--- config.mk ---
export PLATFORM = sky130hd
export DESIGN_NAME = xpose_pp_top
export DESIGN_NICKNAME = d
export VERILOG_FILES = /design/src/rtl/xpose_pp_pkg.sv /design/src/rtl/xpose_pp_seq.sv /design/src/rtl/xpose_pp_cell.sv /design/src/rtl/xpose_pp_pick.sv /design/src/rtl/xpose_pp_top.sv
export SDC_FILE = /design/constraint.sdc
export NUM_CORES = 1
export LEC_CHECK = 0
export BUFFER_PORTS_ARGS = -buffer_cell sky130_fd_sc_hd__buf_4
export CORE_ASPECT_RATIO = 2
export CORE_MARGIN = 1.5
export CORE_UTILIZATION = 60
export CTS_BUF_LIST = sky130_fd_sc_hd__clkbuf_8
export CTS_CLUSTER_DIAMETER = 200
export CTS_CLUSTER_SIZE = 16
export DETAILED_ROUTE_END_ITERATION = 6
export HOLD_SLACK_MARGIN = 0.06
export PLACE_DENSITY = 0.8
export SLEW_MARGIN = 20
export SYNTH_ARGS = -nofsm -noshare
export SYNTH_HDL_FRONTEND = slang
export SYNTH_HIERARCHICAL = 1
export SYNTH_SLANG_ARGS = --single-unit
--- constraint.sdc ---
create_clock -name clk -period 2.7 [get_ports clk]
set_clock_uncertainty 0.1 [all_clocks]
set_input_delay 0.135 -clock clk [delete_from_list [all_inputs] [get_ports clk]]
set_output_delay 0.135 -clock clk [all_outputs]
set_load 0.01 [all_outputs]
--- src/rtl/xpose_pp_pkg.sv ---
package xpose_pp_pkg;

    typedef enum logic {
        ORI_COL = 1'b0,
        ORI_ROW = 1'b1
    } ori_e;

endpackage

--- src/rtl/xpose_pp_seq.sv ---
module xpose_pp_seq
    import xpose_pp_pkg::*;
#(
    parameter int N  = 4,
    parameter int CW = (N > 1) ? $clog2(N) : 1
) (
    input  logic          clk,
    input  logic          rst_n,
    input  logic          adv,
    output logic [CW-1:0] lane,
    output ori_e          ori,
    output logic          primed
);

    localparam logic [CW-1:0] LAST = CW'(N - 1);

    typedef struct packed {
        logic [CW-1:0] lane;
        ori_e          ori;
        logic          primed;
    } seq_t;

    seq_t st_d, st_q;

    always_comb begin
        st_d = st_q;
        if (adv) begin
            if (st_q.lane == LAST) begin
                st_d.lane   = '0;
                st_d.ori    = (st_q.ori == ORI_COL) ? ORI_ROW : ORI_COL;
                st_d.primed = 1'b1;
            end else begin
                st_d.lane = st_q.lane + 1'b1;
            end
        end
    end

    always_ff @(posedge clk) begin
        if (!rst_n) begin
            st_q <= '{lane: '0, ori: ORI_COL, primed: 1'b0};
        end else begin
            st_q <= st_d;
        end
    end

    assign lane   = st_q.lane;
    assign ori    = st_q.ori;
    assign primed = st_q.primed;

endmodule

--- src/rtl/xpose_pp_cell.sv ---
module xpose_pp_cell
    import xpose_pp_pkg::*;
#(
    parameter int W = 8
) (
    input  logic         clk,
    input  logic         rst_n,
    input  logic         we,
    input  ori_e         ori,
    input  logic [W-1:0] by_row_lane,
    input  logic [W-1:0] by_col_lane,
    output logic [W-1:0] q
);

    logic [W-1:0] val_d, val_q;

    always_comb begin
        val_d = val_q;
        if (we) begin
            val_d = (ori == ORI_COL) ? by_row_lane : by_col_lane;
        end
    end

    always_ff @(posedge clk) begin
        if (!rst_n) begin
            val_q <= '0;
        end else begin
            val_q <= val_d;
        end
    end

    assign q = val_q;

endmodule

--- src/rtl/xpose_pp_pick.sv ---
module xpose_pp_pick
    import xpose_pp_pkg::*;
#(
    parameter int N  = 4,
    parameter int W  = 8,
    parameter int I  = 0,
    parameter int CW = (N > 1) ? $clog2(N) : 1
) (
    input  logic [N*W-1:0] row_cells,
    input  logic [N*W-1:0] col_cells,
    input  logic [CW-1:0]  lane,
    input  ori_e           ori,
    output logic [W-1:0]   q
);

    localparam int NSRC = 2 * N - 1;

    logic [W-1:0] src [NSRC];

    genvar g;
    generate
        for (g = 0; g < N; g++) begin : g_row
            assign src[g] = row_cells[g*W +: W];
        end
        for (g = 0; g < N - 1; g++) begin : g_col
            localparam int R = (g < I) ? g : g + 1;
            assign src[N + g] = col_cells[R*W +: W];
        end
    endgenerate

    always_comb begin
        int k;
        int sel;
        k = int'(lane);
        if (ori == ORI_COL || k == I) begin
            sel = k;
        end else begin
            sel = N + ((k < I) ? k : k - 1);
        end
        q = '0;
        for (int s = 0; s < NSRC; s++) begin
            if (s == sel) begin
                q = src[s];
            end
        end
    end

endmodule

--- src/rtl/xpose_pp_top.sv ---
module xpose_pp_top
    import xpose_pp_pkg::*;
#(
    parameter int N = 4,
    parameter int W = 8
) (
    input  logic           clk,
    input  logic           rst_n,
    input  logic           in_valid,
    input  logic [N*W-1:0] in_data,
    output logic           out_valid,
    output logic [N*W-1:0] out_data
);

    localparam int CW = (N > 1) ? $clog2(N) : 1;

    typedef struct packed {
        logic           vld;
        logic [N*W-1:0] dat;
    } oreg_t;

    logic [CW-1:0] lane;
    ori_e          ori;
    logic          primed;
    logic [W-1:0]  cell_q [N][N];
    logic [N*W-1:0] pick_vec;
    oreg_t          o_d, o_q;

    xpose_pp_seq #(.N(N), .CW(CW)) seq_i (
        .clk    (clk),
        .rst_n  (rst_n),
        .adv    (in_valid),
        .lane   (lane),
        .ori    (ori),
        .primed (primed)
    );

    genvar gi, gj;
    generate
        for (gi = 0; gi < N; gi++) begin : g_r
            for (gj = 0; gj < N; gj++) begin : g_c
                logic we;
                assign we = in_valid &&
                    ((ori == ORI_COL) ? (lane == CW'(gj)) : (lane == CW'(gi)));
                xpose_pp_cell #(.W(W)) cell_i (
                    .clk         (clk),
                    .rst_n       (rst_n),
                    .we          (we),
                    .ori         (ori),
                    .by_row_lane (in_data[gi*W +: W]),
                    .by_col_lane (in_data[gj*W +: W]),
                    .q           (cell_q[gi][gj])
                );
            end
        end

        for (gi = 0; gi < N; gi++) begin : g_o
            logic [N*W-1:0] rc, cc;
            for (gj = 0; gj < N; gj++) begin : g_tap
                assign rc[gj*W +: W] = cell_q[gi][gj];
                assign cc[gj*W +: W] = cell_q[gj][gi];
            end
            xpose_pp_pick #(.N(N), .W(W), .I(gi), .CW(CW)) pick_i (
                .row_cells (rc),
                .col_cells (cc),
                .lane      (lane),
                .ori       (ori),
                .q         (pick_vec[gi*W +: W])
            );
        end
    endgenerate

    always_comb begin
        o_d     = o_q;
        o_d.vld = in_valid && primed;
        if (in_valid && primed) begin
            o_d.dat = pick_vec;
        end
    end

    always_ff @(posedge clk) begin
        if (!rst_n) begin
            o_q <= '0;
        end else begin
            o_q <= o_d;
        end
    end

    assign out_valid = o_q.vld;
    assign out_data  = o_q.dat;

endmodule

* Yosys cells after proc, flatten, opt, wreduce, memory -nomap -nowiden
Index checks and enable logic that the tools add are counted.
** Storage, ports and cells
- Register bits after elaboration :: 165
- Output and inout port bits :: 33
- Bits of input ports :: 35
** Cells by class
- Muxes and demuxes :: 61
- Reductions and logical operators :: 28
- Add/sub/neg operators :: 6
- Order comparisons :: 3
- Equal/unequal tests :: 30
- Bitwise logic cells :: 1
** Operators with widths (count)
- $eq 4x32->1 const A :: 12
- $mux 8 :: 40
- $eq 3x32->1 const A :: 8
- $mux 32 :: 7
- $add 4x32->32 const A :: 4
- $eq 2x32->1 const A :: 4
- $logic_not 32->1 :: 4
- $logic_and 1x1->1 :: 17
- $mux 1 :: 13
- $eq 2x2->1 const B :: 4
- $eq 2x1->1 const B :: 2
- $logic_not 2->1 :: 2
- $logic_or 1x1->1 :: 4
- $lt 2x2->1 const B :: 2
- $sub 2x1->3 const B :: 1
- $add 2x1->2 const B :: 1
- $lt 2x1->1 const B :: 1
- $mux 2 :: 1
- $reduce_and 2->1 :: 1
- $not 1->1 :: 1

* Logic depth before layout (Yosys ltp)
- Depth in word-level cells :: 12
- Gate-level depth with buffers :: 11

* Hierarchy
The synthesis kept the hierarchy.
** Modules (own cells, without submodules)
- xpose_pp_cell :: times used 16, cells an instance 34, area each 350.3 um2
- xpose_pp_top :: times used 1, cells an instance 181, area each 1590.3 um2
- xpose_pp_pick at g_o[2].pick_i :: times used 1, cells an instance 102, area each 690.7 um2
- xpose_pp_pick at g_o[0].pick_i :: times used 1, cells an instance 95, area each 658.1 um2
- xpose_pp_pick at g_o[3].pick_i :: times used 1, cells an instance 67, area each 536.8 um2
- xpose_pp_pick at g_o[1].pick_i :: times used 1, cells an instance 58, area each 488.0 um2
- xpose_pp_seq :: times used 1, cells an instance 15, area each 166.4 um2

* Least setup slack after synthesis
Ideal clock, no wire load.
- Kind :: register to register
- From :: register seq_i.st_q (netlist bit seq_i/lane[0])
- To :: register o_q (netlist bit out_data[1])
- Slack :: 0.293 ns
- Cell stages (with the launch flop) :: 11
- Arrival time :: 2.240 ns
- Required time :: 2.533 ns
- Cell sequence :: dfxtp_1 buf_2 inv_1 ha_1 buf_2 or2_1 o211ai_1 a32o_1 a21oi_1 nand4_1 o21ai_2
** Between the ends
- Longest elaborated chain between the ends :: 11
- Elaborated cells between the ends (all ways) :: 19
** RTL lines
- start, declared :: RTL line xpose_pp_seq.sv:23 : seq_t st_d, st_q;
- start signal, assigned :: RTL line xpose_pp_seq.sv:40 : st_q <= '{lane: '0, ori: ORI_COL, primed: 1'b0};
- start signal, assigned :: RTL line xpose_pp_seq.sv:42 : st_q <= st_d;
- $sub 2x1->3 or $logic_not 2->1 (tied branches) :: RTL line xpose_pp_pick.sv:38, xpose_pp_pick.sv:35
- $add 4x32->32 or $logic_or 1x1->1 (tied branches) :: RTL line xpose_pp_pick.sv:38, xpose_pp_pick.sv:35
- $mux 32 * :: RTL line xpose_pp_pick.sv:35 : if (ori == ORI_COL || k == I) begin
- $logic_not 32->1 :: RTL line xpose_pp_pick.sv:42 : if (s == sel) begin
- $mux 8 (6 in a row) :: RTL line xpose_pp_pick.sv:42
- $mux 8 * :: RTL line xpose_pp_pick.sv:42
- net pick_vec[1] :: RTL line xpose_pp_top.sv:26 : logic [N*W-1:0] pick_vec;
- end signal, assigned :: RTL line xpose_pp_top.sv:83 : o_q <= '0;
- end signal, assigned :: RTL line xpose_pp_top.sv:85 : o_q <= o_d;
- end, declared :: RTL line xpose_pp_top.sv:27 : oreg_t o_d, o_q;
Mark *: on every way through the listed nets, which the timed path passes. The rest lies on a longest branch.
A chain may end at the register's enable or synchronous reset.

* Worst setup path after layout
- From :: register seq_i.st_q (netlist bit seq_i/lane[0])
- To :: register o_q (netlist bit out_data[21])
** Between the ends
- Longest elaborated chain between the ends :: 12
- Elaborated cells between the ends (all ways) :: 21
** RTL lines
- $sub 2x1->3 or $lt 2x2->1 (tied branches) :: RTL line xpose_pp_pick.sv:38 : sel = N + ((k < I) ? k : k - 1);
- $mux 32 :: RTL line xpose_pp_pick.sv:38
- $add 4x32->32 :: RTL line xpose_pp_pick.sv:38
- $mux 32 * :: RTL line xpose_pp_pick.sv:35
- $logic_not 32->1 :: RTL line xpose_pp_pick.sv:42
- $mux 8 (6 in a row) :: RTL line xpose_pp_pick.sv:42
- $mux 8 * :: RTL line xpose_pp_pick.sv:42
- net pick_vec[21] :: RTL line xpose_pp_top.sv:26
Marked as above.

==> flow_summary.json <==
{
  "peakVddDrop_mv": 0.383,
  "min_path_type": "register to register",
  "status": "completed",
  "required_ns": 2.95,
  "clk_pin_slew_ns": 0.09,
  "hold_buffers": 44,
  "numPortBuffers": 67,
  "clockBufferDepth": 2,
  "wl_met1_um": 12400,
  "p_leak_nw": 3.91,
  "criticalPathCategory": "register to register",
  "die_h_um": 183,
  "antenna_cells": 0,
  "layout-drive-gt1-share_pct": 20.5,
  "crit_buf_inv": 1,
  "fin_crit_sh_pct": 91.5,
  "drt-vias-per-instance": 6.80,
  "cts_setup_buffers": 0,
  "cts_tree": "done",
  "netlist_instances": 1062,
  "post-dp-hpwl_um": 25700,
  "cp-end-kind": "register",
  "worst_slew_pin_slew_ns": 0.891,
  "cts_root_buf": "clkbuf_8",
  "synthArstFlopShare_pct": 0,
  "nFillCells": 1273,
  "yosys.area.top_type": "dfxtp_1",
  "die_x_um": 93.1,
  "ys_ff_latch": 165,
  "yosysWarnings": 6,
  "antenna_found_initial": 1,
  "path_cells": "inv_1 > ha_1 > nand2_1 > and3_1 > a221oi_1 > o22ai_1 > nand4_1 > o21ai_2",
  "drt-total-wl_um": 35900,
  "setup-tns-final_ns": 0,
  "power_mw": 5.87,
  "cp-start-kind": "register",
  "synth_top_area_share_pct": 33.9,
  "clk_latency_ns": 0.48,
  "ys_top_cells_by_area": "dfxtp_1 (34%), mux2i_1 (14%), a21oi_1 (8.7%)",
  "area_growth_pct": 13.7,
  "grt_max_degree": 86,
  "slew_headroom_pct": 38.9,
  "max_stage_delay_ns": 0.48,
  "cts_buffers": 17,
  "holdWs_ns": 0.363,
  "io_pins": 68,
  "drtIter0Drc": 962,
  "r2r_end": "out_data[21]",
  "critPathArrivalTime_ns": 2.72,
  "grt_pass1_vias": 8709,
  "overflow": 0,
  "gp_congestion": 1.02,
  "dp.cells": 1292,
  "crit_fanout": 15,
  "syn_area_um2": 9740,
  "wl_per_cell_um": 26.3,
  "via_count": 9287,
  "hold_viol": 0,
  "drtAntennaViolNets": 0,
  "maxUsedRoutingLayer": "met5",
  "dr.pass1.iters": 5,
  "htreeDepth": 4,
  "synth-edff-count": 0,
  "wl_met3_um": 2820,
  "cp.depth": 8,
  "drv_slew": 0,
  "ff2ff_setup_slack_ns": 0.23,
  "min_period_ns": 2.47,
  "grt_pass1_wl_um": 53400,
  "seq_area_frac_synth_pct": 33.9,
  "endpoint": "out_data[21]",
  "synth_ff_type": "dfxtp_1",
  "drc_errors": 0,
  "critPathSlowestCell": "a221oi_1",
  "r2r-start": "seq_i/lane[0]",
  "syn-num-nets": 1105,
  "num_rows": 65,
  "crit_family": "simple AND/OR/NAND/NOR gates",
  "rsz0062_at_grt": "false",
  "initial_core_util_pct": 61.4,
  "grtUsageTotal_pct": 43.1,
  "instances_no_fill": 1366,
  "power_density_nw_per_um2": 530,
  "numClockSinks": 165,
  "finish.net_count": 1197,
  "cap_violations": 0,
  "dieArea_um2": 17000,
  "fmax_mhz": 405,
  "coreArea_um2": 15900,
  "avgSynthCellArea_um2": 9.17,
  "cts_resized": 0,
  "final_util_pct": 69.8,
  "crit_path_start": "seq_i/lane[0]",
  "dr_wl_met2_um": 17400,
  "ff2ff_path_depth": 8,
  "setup_viol": 0,
  "synth.distinct_cells": 63
}
final cells by class:
cell class | count | area (um2) | area share (%)
Clock buffer | 19 | 262 | 2.36
Clock inverter | 11 | 209 | 1.89
Inverter | 8 | 30.0 | 0.271
Multi-Input combinational cell | 809 | 5700 | 51.5
Sequential cell | 165 | 3310 | 29.9
Tap cell | 201 | 251 | 2.27
Timing Repair Buffer | 153 | 1310 | 11.9
worst register-to-register path: cells and delay by family (launching register included):
kind	cells	cell delay, ns
and+or+nand+nor	3	0.80
buffers and inverters	1	0.12
adders and majority gates	1	0.28
AOI/OAI and AO/OA	3	0.69
DFF	1	0.38
power breakdown:
| part | switching [mW] | internal, mW |
|---|---|---|
| Combinational | 0.616 | 0.419 |
| Sequential | 0.147 | 2.54 |
| Clock | 0.918 | 1.23 |
synth_stat cells, types with 3 or more instances:
master and number:
o221ai_1 11, nand4_1 33, mux2_4 8, mux4_2 8, buf_2 23, buf_4 7
o22ai_1 29, a211oi_1 3, o21ai_0 103, clkbuf_1 7, nor2b_1 16, nor2_1 24
dfxtp_1 165, nand2_1 59, o21ai_2 62, inv_1 7, mux2_2 9, nor3_1 6
o2111ai_1 6, o31ai_1 4, a31o_1 6, a22oi_1 4, o21a_1 3, buf_6 38
o21ai_1 6, nand2b_1 17, a221oi_1 11, a21oi_1 170, nor3b_1 7, nand3b_1 6
o211ai_1 4, and2_1 7, a32o_1 4, mux2i_1 138, ha_1 8, buf_12 4
sequential cells by signal, summed over array words and instances, names as in the netlist:
signal	flops
out_valid	1
out_data	32
seq_i/ori	1
g_r.g_c.cell_i/q	128
seq_i/lane	2
seq_i/primed	1
cell families (layout without fill, tap and decap cells):
group	count (synthesis)	after routing	synth area share [%]
adder cells (fa/ha/maj)	8	8	1.03
buffers and inverters	88	191	7.57
XOR/XNOR	4	4	0.360
flip-flops	165	165	33.9
multiplexers	164	164	18.5
AND/OR/NAND/NOR	193	193	10.8
AO/OA/AOI/OAI	440	440	27.9
worst min-delay path by stage:
stage               cells after the start    startpoint                         to  slack, ns
floorplan                               2         rst_n  g_r[0].g_c[0].cell_i/q[5]       0.15
global placement                        2  out_data[29]               out_data[29]       0.34
detailed placement                      2  out_data[29]               out_data[29]       0.34
CTS                                     2  out_data[29]               out_data[29]       0.36
global route                            2  out_data[24]               out_data[24]       0.39
finish                                  2  out_data[29]               out_data[29]       0.36
per-layer routing:
layer | up-vias | track usage, %
li1 | 4200 | -
met1 | 4375 | 47.9
met2 | 535 | 70.3
met3 | 175 | 8.42
met4 | 2 | 34.7
met5 | - | 0
through the flow:
| step | setup WS [ns] | cell area, um2 |
|---|---|---|
| 6_report | 0.228 | 11100 |
| 3_5_place_dp | 0.323 | 10200 |
| 2_1_floorplan | 0.293 | 9740 |
| 5_1_grt | 0.0813 | 11100 |
| 4_1_cts | 0.321 | 11100 |
| 3_3_place_gp | 0.319 | 10200 |
placed cells by master (no fill, tap or decap), drive strengths merged, types with 3 or more instances in the layout:
master	count
o221ai	11
a21oi	170
or2	3
nand2b	19
nor3	6
and3	3
a22oi	4
mux2	17
nand2	60
a31o	6
o2111ai	6
inv	10
mux2i	139
o22ai	29
buf	109
o21ai	171
nand4	33
nand3b	6
dfxtp	165
a32o	4
mux4	8
o31ai	4
clkbuf	19
nor3b	8
a221oi	11
ha	8
o21a	3
nor2b	17
and2	8
dlygate4sd3	44
o211ai	4
nor2	24
a211oi	4
bufinv	6
No activity file was read; power rests on OpenSTA's default activity.
